$ cat src/rtl/flash_sr_pkg.sv
package flash_sr_pkg;
    localparam int SR_W = 24;

    // bit positions the decoder and host rely on
    localparam int BIT_BUSY  = 0;
    localparam int BIT_WLAT  = 1;
    localparam int LVL_LO    = 2;
    localparam int LVL_HI    = 6;
    localparam int LOCK_LO   = 7;
    localparam int LOCK_HI   = 8;
    localparam int BIT_INV   = 14;

    // bits a status write may change
    localparam logic [SR_W-1:0] WR_MASK = 24'hE443FC;

    typedef enum logic [1:0] {
        LOCK_SOFT = 2'b00,
        LOCK_PIN  = 2'b01,
        LOCK_PWR  = 2'b10,
        LOCK_PERM = 2'b11
    } lock_mode_e;

    typedef struct packed {
        logic [SR_W-1:0] sr;
        logic            acc;
        logic            rej;
    } guard_state_t;
endpackage

$ cat src/rtl/sr_write_gate.sv
module sr_write_gate
    import flash_sr_pkg::*;
(
    input  logic [1:0] lock,
    input  logic       pin_n,
    input  logic       wlat,
    output logic       allow
);
    always_comb begin
        unique case (lock_mode_e'(lock))
            LOCK_SOFT: allow = wlat;
            LOCK_PIN:  allow = wlat & pin_n;
            default:   allow = 1'b0;
        endcase
    end
endmodule

$ cat src/rtl/region_guard.sv
module region_guard #(
    parameter int ADDR_W = 24,
    parameter int BLK_W  = 16
) (
    input  logic [ADDR_W-1:0] addr,
    input  logic [4:0]        lvl,
    input  logic              inv,
    output logic              prot
);
    localparam int NB = ADDR_W - BLK_W;
    localparam logic [NB:0] NBLK = (NB+1)'(1) << NB;

    logic [NB:0] blk;
    logic [NB:0] span;
    logic        whole;
    logic        in_top;

    assign blk = {1'b0, addr[ADDR_W-1:BLK_W]};

    always_comb begin
        whole  = (32'(lvl) > NB);
        span   = (lvl == 5'd0 || whole) ? '0 : ((NB+1)'(1) << (lvl - 5'd1));
        in_top = (lvl != 5'd0) && (whole || blk >= (NBLK - span));
        prot   = in_top ^ inv;
    end
endmodule

$ cat src/rtl/flash_sr_guard.sv
module flash_sr_guard
    import flash_sr_pkg::*;
#(
    parameter int ADDR_W = 24,
    parameter int BLK_W  = 16
) (
    input  logic              clk,
    input  logic              rst_n,
    input  logic              prot_pin_n,
    input  logic              cmd_wren,
    input  logic              cmd_wrdi,
    input  logic              cmd_wrsr,
    input  logic [SR_W-1:0]   wrsr_data,
    input  logic              cmd_prog,
    input  logic              cmd_erase,
    input  logic              cmd_chip_erase,
    input  logic              cmd_rdsr,
    input  logic [ADDR_W-1:0] op_addr,
    input  logic              op_done,
    output logic [SR_W-1:0]   status,
    output logic              busy,
    output logic              cmd_accept,
    output logic              cmd_reject
);
    guard_state_t state_q = '0;
    guard_state_t state_d;

    logic sr_allow;
    logic addr_prot;
    logic wlat;

    assign wlat = state_q.sr[BIT_WLAT];

    sr_write_gate u_gate (
        .lock  (state_q.sr[LOCK_HI:LOCK_LO]),
        .pin_n (prot_pin_n),
        .wlat  (wlat),
        .allow (sr_allow)
    );

    region_guard #(.ADDR_W(ADDR_W), .BLK_W(BLK_W)) u_region (
        .addr (op_addr),
        .lvl  (state_q.sr[LVL_HI:LVL_LO]),
        .inv  (state_q.sr[BIT_INV]),
        .prot (addr_prot)
    );

    always_comb begin
        state_d     = state_q;
        state_d.acc = 1'b0;
        state_d.rej = 1'b0;
        if (!rst_n) begin
            state_d.sr[BIT_BUSY] = 1'b0;
            state_d.sr[BIT_WLAT] = 1'b0;
            if (state_q.sr[LOCK_HI:LOCK_LO] == LOCK_PWR)
                state_d.sr[LOCK_HI:LOCK_LO] = LOCK_SOFT;
        end else if (state_q.sr[BIT_BUSY]) begin
            if (op_done) begin
                state_d.sr[BIT_BUSY] = 1'b0;
                state_d.sr[BIT_WLAT] = 1'b0;
            end
            state_d.acc = cmd_rdsr;
        end else if (cmd_rdsr) begin
            state_d.acc = 1'b1;
        end else if (cmd_wren) begin
            state_d.acc = 1'b1;
            state_d.sr[BIT_WLAT] = 1'b1;
        end else if (cmd_wrdi) begin
            state_d.acc = 1'b1;
            state_d.sr[BIT_WLAT] = 1'b0;
        end else if (cmd_wrsr) begin
            if (sr_allow) begin
                state_d.acc = 1'b1;
                state_d.sr  = (wrsr_data & WR_MASK) | (state_q.sr & ~WR_MASK);
                state_d.sr[BIT_BUSY] = 1'b1;
            end else begin
                state_d.rej = 1'b1;
                state_d.sr[BIT_WLAT] = 1'b0;
            end
        end else if (cmd_prog || cmd_erase) begin
            if (wlat && !addr_prot) begin
                state_d.acc = 1'b1;
                state_d.sr[BIT_BUSY] = 1'b1;
            end else begin
                state_d.rej = 1'b1;
                state_d.sr[BIT_WLAT] = 1'b0;
            end
        end else if (cmd_chip_erase) begin
            if (wlat && state_q.sr[LVL_HI:LVL_LO] == '0 && !state_q.sr[BIT_INV]) begin
                state_d.acc = 1'b1;
                state_d.sr[BIT_BUSY] = 1'b1;
            end else begin
                state_d.rej = 1'b1;
                state_d.sr[BIT_WLAT] = 1'b0;
            end
        end
    end

    always_ff @(posedge clk) begin
        state_q <= state_d;
    end

    assign status     = state_q.sr;
    assign busy       = state_q.sr[BIT_BUSY];
    assign cmd_accept = state_q.acc;
    assign cmd_reject = state_q.rej;
endmodule

$ cat config.mk
export PLATFORM = sky130hd
export DESIGN_NAME = flash_sr_guard
export DESIGN_NICKNAME = d
export VERILOG_FILES = /design/src/rtl/flash_sr_pkg.sv /design/src/rtl/sr_write_gate.sv /design/src/rtl/region_guard.sv /design/src/rtl/flash_sr_guard.sv
export SDC_FILE = /design/constraint.sdc
export NUM_CORES = 1
export LEC_CHECK = 0
export ABC_CLOCK_PERIOD_IN_PS = 4440
export BUFFER_PORTS_ARGS = -buffer_cell sky130_fd_sc_hd__buf_2
export CAP_MARGIN = 20
export CORE_MARGIN = 2
export CORE_UTILIZATION = 30
export CTS_CLUSTER_DIAMETER = 150
export DETAILED_ROUTE_END_ITERATION = 8
export PLACE_DENSITY_LB_ADDON = 0.2
export SLEW_MARGIN = 20
export SYNTH_ARGS = -nofsm -noshare
export SYNTH_HDL_FRONTEND = slang
export SYNTH_HIERARCHICAL = 1
export SYNTH_SLANG_ARGS = --single-unit
$ cat constraint.sdc
create_clock -name clk -period 4.44 [get_ports clk]
set_input_delay 0.444 -clock clk [delete_from_list [all_inputs] [get_ports clk]]
set_output_delay 0.444 -clock clk [all_outputs]
set_load 0.02 [all_outputs]
After elaboration in Yosys (flattened, before gate mapping)
Cells that the tools add are included.

word-level totals
  flip-flop bits (word level) = 26
  input port bits = 59
  output and inout bits = 27

cells by class
  $add $sub $neg = 2
  $lt $le $gt $ge = 2
  eq/ne operators = 12
  shifts and indexed selects = 1
  multiplexer cells = 31
  bitwise gates (word level) = 8
  reduce and logical (&&, ||, !) cells = 18

operators by type and width
  cell                 number
  $mux 7               5
  $or 24x21->24        1
  $mux 9               2
  $reduce_and 7->1     2
  $mux 1               13
  $mux 2               6
  $mux 4               3
  $ne 6x6->1 const B   2
  $ne 2x2->1 const B   5
  $ge 8x9->1           1
  $shl 1x5->9 const A  1
  $sub 9x9->9 const A  1
  $ne 2x1->1 const B   3
  $reduce_bool 6->1    1
  $gt 5x4->1 const B   1
  $logic_not 5->1      1
  $not 1->1            5
  $reduce_and 5->1     1
  $reduce_bool 5->1    1
  $reduce_or 5->1      1
  $sub 5x1->5 const B  1
  $logic_and 1x1->1    4
  $logic_or 1x1->1     3
  $mux 3               1
  other kinds (8)      9

Logic depth before layout (Yosys ltp)
  depth in word-level cells = 18
  gate-level depth with buffers = 16
  gate-level depth less buffers = 15

Modules after synthesis
The synthesis kept the hierarchy.

by module, submodules not included
  module          instances  cells each  area an instance (um^2)
  flash_sr_guard  1          64          774.5
  region_guard    1          54          415.4
  sr_write_gate   1          2           26.3

Least setup slack after synthesis
Ideal clock, no wire load.

  path type = register to register
  from = reg state_q, in the netlist status[5]
  to = reg state_q, in the netlist cmd_reject
  arrival time = 3.284 ns
  setup slack = 1.086 ns
  stages on the path, launching flop included = 15
  path buffers = 1
  clock period less this slack = 3.354 ns
  cell sequence = edfxtp_1 clkbuf_1 nor3_1 nand3b_1 ha_1 xnor2_1 ha_1 a211oi_1 o21ai_0 a221oi_4 o311a_1 inv_1 a31o_2 or3_1 a21oi_1

between the ends
  longest elaborated chain between the ends = 13

ends and longest elaborated chain
  item                                             RTL line               text
  start: declaration                               flash_sr_guard.sv:25   guard_state_t state_q = '0;
  start signal: assignment                         flash_sr_guard.sv:100  state_q <= state_d;
  $sub 5x1->5 (tied with other cells)              region_guard.sv:22     span = (lvl == 5'd0 || whole) ? '0 : ((NB+1)'(1) << (lvl - 5'd1));
  $shl 1x5->9 or $logic_or 1x1->1 (tied branches)  region_guard.sv:22
  $mux 9                                           region_guard.sv:22
  $sub 9x9->9                                      region_guard.sv:23     in_top = (lvl != 5'd0) && (whole || blk >= (NBLK - span));
  $ge 8x9->1                                       region_guard.sv:23
  $logic_or 1x1->1                                 region_guard.sv:23
  $logic_and 1x1->1 *                              region_guard.sv:23
  $xor 1x1->1 *                                    region_guard.sv:24     prot = in_top ^ inv;
  named net addr_prot                              flash_sr_guard.sv:29   logic addr_prot;
  $logic_not 1->1 *                                flash_sr_guard.sv:81   if (wlat && !addr_prot) begin
  $logic_and 1x1->1 *                              flash_sr_guard.sv:81
  $mux 1 *                                         flash_sr_guard.sv:81
  $mux 4 *                                         flash_sr_guard.sv:80   end else if (cmd_prog || cmd_erase) begin
  $mux 4 *                                         flash_sr_guard.sv:71   end else if (cmd_wrsr) begin

The timed path passes the listed nets; every way through them passes the cells marked *. The select of a mux whose other input is x is not followed.
A chain may end at the register's enable or synchronous reset.

Final worst setup path
  from = reg state_q, in the netlist status[5]
  to = reg state_q, in the netlist status[1]

between the ends
  longest elaborated chain between the ends = 12

ends and longest elaborated chain
  item                                             RTL line
  $sub 5x1->5 (tied with other cells)              region_guard.sv:22
  $shl 1x5->9 or $logic_or 1x1->1 (tied branches)  region_guard.sv:22
  $mux 9                                           region_guard.sv:22
  $sub 9x9->9                                      region_guard.sv:23
  $ge 8x9->1                                       region_guard.sv:23
  $logic_or 1x1->1                                 region_guard.sv:23
  $logic_and 1x1->1 *                              region_guard.sv:23
  $xor 1x1->1 *                                    region_guard.sv:24
  named net addr_prot                              flash_sr_guard.sv:29
  $logic_not 1->1 *                                flash_sr_guard.sv:81
  $logic_and 1x1->1 *                              flash_sr_guard.sv:81
  $ne 6x6->1 (no line) *                           n/a
  $reduce_and 5->1 (no line) *                     n/a

The timed path passes the listed nets; every way through them passes the cells marked *.

==> results.toml <==
[run_status]
outcome = "finished, final reports clean"

[flow_run]
maxCapViolations = 0

[worst_setup_path]
critPathKind = "flop to flop"
crit_path_max_incr_delay_ps = 520
cp_max_fo = 9
worst-path-stages = 14
crit_family = "compound AO/OA/AOI/OAI gates"
end_kind = "flop"
rr_worst_depth = 14
crit_chain = "nor3_1, nand3b_1, ha_1, xnor2_1, ha_1, nand2_1, o21ai_0, a221oi_4, a211oi_1, o311a_1, inv_1, a31o_2, o41ai_2, mux2i_1"
cp_num_buf_inv = 1
critPathLaunchType = "flop"
slowest_stage = "edfxtp_1"
path_common_cell = "ha_1"
critPathArrivalTime_ps = 3680
required_ps = 4620
ff2ff_setup_slack_ps = 940

[power]
p_leak_uw = 0.000660
pwr-share-clk_pct = 33.7
seqPwrFrac_pct = 51.9
pwr-share-comb_pct = 14.4
p_per_area_nw_per_um2 = 221
p_switching_uw = 78.2
swShare_pct = 23.4
internal-power_uw = 257
irDropWorstVdd_mv = 0.160

[global_routing]
grt_pass1_wl_um = 4010
grt_overflow = 0
grt_antenna_before_repair = 0
grt_usage_pct = 11.1
grt_max_degree = 15
grt_pass1_vias = 962

[sta]
fmax_mhz = 286
drv_slew = 0
period_share_pct = 78.7
rsz0062_at_grt = "false"
hold_viol = 0
finalSetupViolCount = 0
fin_ws_ps = 944
relSlewSlack_pct = 58.3
min_period_ps = 3500
worstMarginPinSlew_ps = 625
final.setup.tns_ps = 0
fin_skew_ps = 4.69

[logic_synthesis]
syn_inst = 120
synth_top_area_cell = "edfxtp_1"
ys_warn_count = 6
syn_avg_cell_area_sq_um = 10.1
yosysSeqAreaShare_pct = 38.7
synth.top_cells.by_area = "edfxtp_1, ha_1, dfxtp_1, buf_4, nor3_1"
syn-cell-area_sq_um = 1220
yosysUniqueCellTypes = 49
synth_edf_count = 13
synth_async_sr_flop_share_pct = 0
ys_ff_latch = 17
synth_top_area_share_pct = 32.1
ys.flop_type = "edfxtp_1"

[floorplanning]
core_area_sq_um = 3940
io_pins = 86
num_rows = 23
start_util_pct = 30.8
die_w_um = 67.7
die_area_sq_um = 4580
die_y_um = 67.7

[cts]
cts-root-buf = "clkbuf_8"
clkSlewWorstSetupHoldPaths_ps = 70
clock_latency_ps = 250
cts-resized-gates = 0
cts_max_path_buffers = 2
holdBufCountCts = 0
cts_tree = "done"
h-tree-depth = 1
post-cts-setup-buffers = 0
cts_made_buffers = 3
cts_sinks = 17

[place]
gp_congestion = 0.834
place_area_sq_um = 1460
port_buffers = 49
dp_hpwl_um = 2090
place_ws_ps = 962

[routing]
route.vias.total = 1017
drt-initial-drc-count = 36
drt-total-wl_um = 2520
dr.pass1.iters = 4
postRouteAntennaNets = 0
drc_errors = 0
wire_per_inst_um = 11.5
routed_via_density = 4.64

[min_path]
whs_path_depth = 1
hold_class = "input port to flop"

[final_layout]
mostFrequentLayoutCells = "buf_2, edfxtp_1, conb_1, ha_1, nand2_1"
synthToLayoutAreaGrowth_pct = 24.4
final_layout_size_suffix_gt1_share_pct = 39.1
layout_commonest_cell = "buf_2"
antenna_cells = 0
fin_nets = 238
design_area_sq_um = 1510
-- power groups by stage --
stage / registers [uW] / clock network, uW / logic, uW
after floorplan: 179 / 0 / 31.5
after global placement: 177 / 0 / 46.6
after CTS: 174 / 117 / 48.3
after detailed placement: 177 / 0 / 48.2
final: 174 / 113 / 48.1
after global routing: 174 / 124 / 53.3
-- sequential cells by signal, indices dropped and copies added (netlist names) --
register,cells
cmd_accept,1
status,15
cmd_reject,1
-- metrics by stage --
stage          total power [uW]  hold WS, ps  instances  util [%]
3_5_place_dp                226          555        215      37.1
4_1_cts                     339          364        219      38.3
6_report                    335          367        219      38.4
2_1_floorplan               211          538        128         -
5_1_grt                     351          357        219      38.4
3_3_place_gp                224          556        215      37.1
-- metal layers --
metal	share of wire (%)	track usage, %	vias up	wire length (um)
li1	-	-	524	-
met1	41	12.2	458	1030
met2	51	20.5	35	1280
met3	8.1	3.17	0	205
met4	0	3.06	0	0
met5	0	0	-	0
-- final cells by class --
type	count	area, sq um
clock buffers	3	41.3
fillers	407	2430
inverters	7	26.3
multi-input cells	92	662
well taps	50	62.6
clock inverters	1	5.00
flip-flops and latches	17	470
repair buffers	49	245
-- logic make-up (layout without fill, tap and decap cells) --
family	after synthesis	in the layout	share of synthesized area [%]
and+or+nand+nor	45	45	22.3
other	1	9	0.308
DFF	17	17	38.7
adders and majority gates	10	10	10.1
AOI/OAI and AO/OA	25	25	16.8
muxes	1	1	0.823
buffers and inverters	19	60	9.57
xor gates and xnor gates	2	2	1.44
-- cells in the mapped netlist, types with 2 or more instances --
master and count:
nand2b_1 2, nand3_1 5, dfxtp_1 4, a21o_1 2, nor2_1 5, ha_1 9, a211oi_1 2, nor3_2 2
nand2_1 8, nor3_1 6, nor2b_1 2, o21ai_0 5, or3_1 2, edfxtp_1 13, and2_1 3, a21oi_1 3
inv_1 6, buf_4 10
-- worst paths after layout --
check,startpoint,endpoint
hold reg to reg,status[1],status[1]
hold / removal,wrsr_data[5],status[5]
setup reg to reg,status[5],status[1]
setup / recovery,status[5],status[1]
Note: power is estimated with default switching activity, not from simulation.
